===== config.mk =====
export PLATFORM = sky130hd
export DESIGN_NAME = exec_unit
export DESIGN_NICKNAME = d
export VERILOG_FILES = /design/src/rtl/exec_pkg.sv /design/src/rtl/exec_alu_ctrl.sv /design/src/rtl/exec_alu.sv /design/src/rtl/exec_branch.sv /design/src/rtl/exec_unit.sv
export SDC_FILE = /design/constraint.sdc
export NUM_CORES = 1
export LEC_CHECK = 0
export CAP_MARGIN = 20
export CORE_MARGIN = 3
export CORE_UTILIZATION = 45
export DETAILED_ROUTE_END_ITERATION = 12
export PLACE_DENSITY = 0.72
export SYNTH_ARGS = -nofsm -noshare
export SYNTH_HDL_FRONTEND = slang
export SYNTH_SLANG_ARGS = --single-unit

===== constraint.sdc =====
create_clock -name vclk -period 19.8
set_input_delay 4.95 -clock vclk [all_inputs]
set_output_delay 4.95 -clock vclk [all_outputs]
set_load 0.005 [all_outputs]

===== src/rtl/exec_pkg.sv =====
package exec_pkg;
  localparam logic [6:0] OPC_REG  = 7'b0110011;
  localparam logic [6:0] OPC_IMM  = 7'b0010011;
  localparam logic [6:0] OPC_BR   = 7'b1100011;
  localparam logic [6:0] OPC_JAL  = 7'b1101111;
  localparam logic [6:0] OPC_JALR = 7'b1100111;

  typedef enum logic [3:0] {
    ALU_ADD, ALU_SUB, ALU_SLL, ALU_SLT, ALU_SLTU,
    ALU_XOR, ALU_SRL, ALU_SRA, ALU_OR, ALU_AND
  } alu_op_e;
endpackage


===== src/rtl/exec_alu_ctrl.sv =====
module exec_alu_ctrl
  import exec_pkg::*;
(
  input  logic [6:0] opcode,
  input  logic [2:0] funct3,
  input  logic       alt_bit,
  output alu_op_e    alu_op
);
  logic is_reg, is_arith;

  assign is_reg   = (opcode == OPC_REG);
  assign is_arith = is_reg || (opcode == OPC_IMM);

  always_comb begin
    alu_op = ALU_ADD;
    if (is_arith) begin
      unique case (funct3)
        3'b000:  alu_op = (is_reg && alt_bit) ? ALU_SUB : ALU_ADD;
        3'b001:  alu_op = ALU_SLL;
        3'b010:  alu_op = ALU_SLT;
        3'b011:  alu_op = ALU_SLTU;
        3'b100:  alu_op = ALU_XOR;
        3'b101:  alu_op = alt_bit ? ALU_SRA : ALU_SRL;
        3'b110:  alu_op = ALU_OR;
        default: alu_op = ALU_AND;
      endcase
    end
  end
endmodule


===== src/rtl/exec_alu.sv =====
module exec_alu
  import exec_pkg::*;
#(
  parameter int XLEN = 32
) (
  input  alu_op_e         alu_op,
  input  logic [XLEN-1:0] opa,
  input  logic [XLEN-1:0] opb,
  output logic [XLEN-1:0] res
);
  localparam int SHW = $clog2(XLEN);

  logic [SHW-1:0] shamt;
  assign shamt = opb[SHW-1:0];

  always_comb begin
    unique case (alu_op)
      ALU_SUB:  res = opa - opb;
      ALU_SLL:  res = opa << shamt;
      ALU_SLT:  res = {{(XLEN-1){1'b0}}, ($signed(opa) < $signed(opb))};
      ALU_SLTU: res = {{(XLEN-1){1'b0}}, (opa < opb)};
      ALU_XOR:  res = opa ^ opb;
      ALU_SRL:  res = opa >> shamt;
      ALU_SRA:  res = $unsigned($signed(opa) >>> shamt);
      ALU_OR:   res = opa | opb;
      ALU_AND:  res = opa & opb;
      default:  res = opa + opb;
    endcase
  end
endmodule


===== src/rtl/exec_branch.sv =====
module exec_branch
  import exec_pkg::*;
#(
  parameter int XLEN = 32
) (
  input  logic [6:0]      opcode,
  input  logic [2:0]      funct3,
  input  logic [XLEN-1:0] pc,
  input  logic [XLEN-1:0] src_a,
  input  logic [XLEN-1:0] src_b,
  input  logic [XLEN-1:0] imm,
  output logic            taken,
  output logic [XLEN-1:0] target
);
  logic eq, lts, ltu, cond;
  logic [XLEN-1:0] reg_sum;

  assign eq      = (src_a == src_b);
  assign lts     = ($signed(src_a) < $signed(src_b));
  assign ltu     = (src_a < src_b);
  assign reg_sum = src_a + imm;

  always_comb begin
    unique case (funct3)
      3'b000:  cond = eq;
      3'b001:  cond = !eq;
      3'b100:  cond = lts;
      3'b101:  cond = !lts;
      3'b110:  cond = ltu;
      3'b111:  cond = !ltu;
      default: cond = 1'b0;
    endcase
  end

  always_comb begin
    taken  = 1'b0;
    target = pc + imm;
    if (opcode == OPC_BR) begin
      taken = cond;
    end else if (opcode == OPC_JAL) begin
      taken = 1'b1;
    end else if (opcode == OPC_JALR) begin
      taken  = 1'b1;
      target = {reg_sum[XLEN-1:1], 1'b0};
    end
  end
endmodule


===== src/rtl/exec_unit.sv =====
module exec_unit
  import exec_pkg::*;
#(
  parameter int XLEN = 32
) (
  input  logic [31:0]     instr,
  input  logic [XLEN-1:0] pc_in,
  input  logic [XLEN-1:0] rs1_val,
  input  logic [XLEN-1:0] rs2_val,
  input  logic [XLEN-1:0] imm_in,
  input  logic            op1_sel,
  input  logic            op2_sel,
  output logic [XLEN-1:0] alu_out,
  output logic            jump_taken,
  output logic [XLEN-1:0] jump_target
);
  logic [6:0]      opcode;
  logic [2:0]      funct3;
  logic            alt_bit;
  logic [XLEN-1:0] opa, opb;
  alu_op_e         alu_op;

  assign opcode  = instr[6:0];
  assign funct3  = instr[14:12];
  assign alt_bit = instr[30];
  assign opa     = op1_sel ? rs1_val : pc_in;
  assign opb     = op2_sel ? rs2_val : imm_in;

  exec_alu_ctrl ctrl_i (
    .opcode (opcode),
    .funct3 (funct3),
    .alt_bit(alt_bit),
    .alu_op (alu_op)
  );

  exec_alu #(.XLEN(XLEN)) alu_i (
    .alu_op(alu_op),
    .opa   (opa),
    .opb   (opb),
    .res   (alu_out)
  );

  exec_branch #(.XLEN(XLEN)) br_i (
    .opcode(opcode),
    .funct3(funct3),
    .pc    (pc_in),
    .src_a (rs1_val),
    .src_b (rs2_val),
    .imm   (imm_in),
    .taken (jump_taken),
    .target(jump_target)
  );
endmodule


After elaboration in Yosys (flattened, before gate mapping)

Cells that the tools add are included.

Add/subtract/negate cells: 4
Order comparisons: 4
Eq/ne operators: 22
Shift-type cells: 3
Muxes and demuxes: 14
Bitwise logic cells: 3
Reductions and logical operators: 6

Operator list:

| cell                 | number |
|---|---|
| $pmux W32 S9         | 1 |
| $mux W32             | 5 |
| $lt A32 B32 Y1       | 4 |
| $add A32 B32 Y32     | 3 |
| $and A32 B32 Y32     | 1 |
| $eq A32 B32 Y1       | 1 |
| $or A32 B32 Y32      | 1 |
| $shl A32 B5 Y32      | 1 |
| $shr A32 B5 Y32      | 1 |
| $sshr A32 B5 Y32     | 1 |
| $sub A32 B32 Y32     | 1 |
| $xor A32 B32 Y32     | 1 |
| $pmux W4 S7          | 1 |
| $eq A7 B7 Y1 const B | 3 |
| $eq A4 B3 Y1 const B | 4 |
| $eq A3 B3 Y1 const B | 4 |
| $eq A4 B2 Y1 const B | 2 |
| $eq A4 B4 Y1 const B | 2 |
| $eq A7 B5 Y1 const B | 1 |
| $eq A7 B6 Y1 const B | 1 |
| $eq A3 B2 Y1 const B | 2 |
| $pmux W1 S6          | 1 |
| $mux W1              | 5 |
| $eq A4 B1 Y1 const B | 1 |
| 6 further kinds      | 8 |

Register bits after elaboration: 0
Output and inout port bits: 65

Longest topological paths before layout

Word-level depth: 7
Depth in mapped cells: 19

By module

Synthesis repeated with hierarchy kept, for this count alone.

Cells, all modules: 1971
Area total of the unflattened synthesis: 14067.2 µm²

Modules (own cells, without submodules):

| module        | instances | cells each | area each (µm²) |
|---|---|---|---|
| exec_alu      | 1         | 1275       | 8620.8 |
| exec_branch   | 1         | 608        | 4249.1 |
| exec_unit     | 1         | 72         | 1088.5 |
| exec_alu_ctrl | 1         | 16         | 108.9 |

Worst setup path before layout

No wires, ideal clock.

Kind: input to output
Start point: in op2_sel
End point: out alu_out[26]
Data arrival time: 9.195 ns
Required time: 14.850 ns
Path slack: 5.655 ns
Cell stages on the path: 19
Buffers on the path: 4
Path through: buf_4 > mux2i_2 > inv_2 > buf_2 > buf_2 > clkbuf_1 > ha_1 > inv_1 > fa_1 > nor2b_1 > o21a_1 > o21ai_0 > a21oi_1 > a41oi_1 > nor3_1 > o41ai_1 > a21oi_1 > or3_1 > a21oi_1

Cells in the longest elaborated chain, start to end: 3

Ends and longest elaborated chain:

| what                                     | line            | text |
|---|---|---|
| start: declaration                       | exec_unit.sv:12 | `input logic op2_sel,` |
| $mux W32 (*)                             | exec_unit.sv:27 | `assign opb = op2_sel ? rs2_val : imm_in;` |
| $add A32 B32 Y32 (tied with other cells) | exec_alu.sv:27  | `default: res = opa + opb;` |
| $pmux W32 S9 (*)                         | exec_alu.sv:17  | `unique case (alu_op)` |
| end: declaration                         | exec_unit.sv:13 | `output logic [XLEN-1:0] alu_out,` |

Mark *: on every way between the ends. The rest lies on a longest branch, timed or not.

Worst setup path in the final report

Ends and elaborated chain as after synthesis.

==> results.toml <==
[cells_and_area]
seqCellArea_um2 = 0
drive_gt1_share_pct = 4.58
seq_cell_count = 0
nNetsFinal = 2563
fin_area_um2 = 16200
diodes = 0
mostFrequentLayoutCells = "215 x nand2_1, 204 x clkdlybuf4s50_1, 190 x nor2_1, 190 x ha_1, 185 x a21oi_1"
final_common_cell = "nand2_1"
areaGrowthSynthToFinish_pct = 17.5
clockBufferCount = 0
num-fill-cells = 3022

[floorplan]
io_pins = 227
rows = 63
die_w_um = 181
fp.dieArea_um2 = 32700
die_h_um = 181
core_area_um2 = 29900
initial_core_util_pct = 46.1

[global_routing]
grt_pass1_wl_um = 94200
grt_usage_pct = 35.6
antenna_found_initial = 0
grt_pass1_vias = 16100
grt_overflow = 0
grt_max_degree = 71

[min_path]
min_from = "imm_in[31]"
hp-class = "primary input to output port"

[route]
dr.pass1.iters = 5
final_antenna_net_count = 0
routedWlPerCell_um = 24.0
drc = 0
vias = 17100
wl_um = 62200
via_per_inst = 6.58
drt_iter0_drc = 1824

[worst_setup_path]
crit_arrival_ns = 10.71
crit_type = "primary input to output port"
crit_path_cell_trace = "buf_2 > buf_4 > mux2i_4 > buf_4 > inv_2 > buf_4 > ha_1 > inv_1 > fa_1 > nor2b_1 > o21a_1 > o21ai_0 > a21oi_1 > a41oi_1 > buf_4 > nor3_1 > o41ai_1 > a21oi_1 > or3_1 > a21oi_1 > clkdlybuf4s50_1"
crit_start = "op2_sel"
cp_top_family = "buffers and inverters"
cpMostUsedCell = "buf_4"
critPathCaptureType = "output port"
path_buf_inv = 8
setup.worst_path.start_class = "primary input"
crit_slowest_cell = "o41ai_1"
required_ns = 14.85
slowest_delay_ns = 0.65
crit_fanout = 56

[clocking]
post_cts_buffers = 0
ctsHoldBuffers = 0
cts_resized = 0

[timing]
fin_setup_tns_ns = 0
finalCritPeriodShare_pct = 79.1
relSlewSlack_pct = 26.2
hold_ws_ns = 10.94
rsz0062_at_grt = "false"
finalSetupViolations = 0
worstMarginPinSlew_ns = 1.10
fmax_mhz = 63.8
slew_viol_final = 0
period_minus_slack_ns = 15.66
finalHoldViolations = 0

[logic_synthesis]
synth_nets = 2439
yosysWarnings = 0
synth_area_um2 = 13800
ys_types = 91
avgSynthCellArea_um2 = 6.61
synth-seq-area-share_pct = 0
syn-instance-count = 2083

[pwr]
power.density_nw_per_um2 = 38.3
ir_drop_mv = 0.0241
leakage_nw = 7.44

[run_status]
status = "finished, final reports clean"

[place]
gp_congestion = 1.01
portBuffers = 206
dpl.hpwl_um = 49700
post_dp_cell_area_um2 = 16200

[flow_run]
maxCapViolCount = 0
## cells in the mapped netlist (all sizes together), types with 8 or more instances
cell type / count / area (um2)
nand3: 47 / 235
a221oi: 21 / 184
mux2i: 169 / 1710
buf: 40 / 201
inv: 145 / 544
a31oi: 21 / 131
xnor2: 32 / 280
nand4: 24 / 150
mux2: 11 / 124
a21o: 66 / 495
xor2: 28 / 245
nand2: 215 / 807
nor4: 11 / 81.3
clkbuf: 89 / 334
o22ai: 16 / 100
or3: 19 / 119
and3: 15 / 93.8
a211oi: 44 / 348
o31ai: 18 / 135
o2111ai: 9 / 78.8
nor2b: 16 / 100
o21a: 16 / 120
o211ai: 24 / 180
o21bai: 26 / 195
nor3: 50 / 255
o221ai: 16 / 140
a311oi: 8 / 70.1
a22oi: 17 / 128
nand2b: 20 / 125
o311ai: 12 / 105
a211o: 10 / 87.6
nor2: 191 / 717
a21oi: 186 / 935
ha: 190 / 2380
o21ai: 145 / 729
## metal layers
metal,routed length (um),up-vias,share of wire [%],global-route usage (%)
li1,-,7979,-,-
met1,25900,8021,42,47.6
met2,28300,937,46,59.1
met3,4890,150,7.9,2.86
met4,3110,0,5.0,14.4
met5,0,-,0,0
## metrics by stage
| stage | power, mW | std cells | util, % | worst slack, ns |
|---|---|---|---|---|
| after floorplan | 0.374 | 2083 | - | 5.65 |
| after global placement | 0.597 | 2594 | 54.1 | 4.30 |
| after detailed placement | 0.603 | 2594 | 54.1 | 4.23 |
| after CTS | 0.607 | 2594 | 54.1 | 4.21 |
| after global routing | 0.668 | 2595 | 54.2 | 3.69 |
| final | 0.620 | 2595 | 54.2 | 4.14 |
## cell families (layout without fill, tap and decap cells)
group,Yosys count,after routing,share of synthesized area [%]
adders and majority gates,194,194,17.8
muxes,184,184,14.0
buffers and inverters,275,397,7.87
xor gates and xnor gates,60,60,3.81
AOI/OAI and AO/OA,721,721,34.8
and+or+nand+nor,649,649,21.8
## path summary, 6_finish.rpt
check              end  slack (ns)  cells past startpoint
max        alu_out[26]        4.14                     21
min    jump_target[31]       10.94                      3
## report_power, final
part | internal [mW] | leakage, nW | switching (mW)
sequential | 0 | 0 | 0
clock | 0 | 0 | 0
combinational | 0.262 | 7.44 | 0.358
total | 0.262 | 7.44 | 0.358
## area by class of cell
cell class	count	area [um2]	area share (%)
Inverter	146	548	3.39
Multi-Input combinational cell	1808	12800	78.8
Timing Repair Buffer	251	2390	14.8
Tap cell	390	488	3.02
Note: power is estimated with default switching activity, not from simulation.
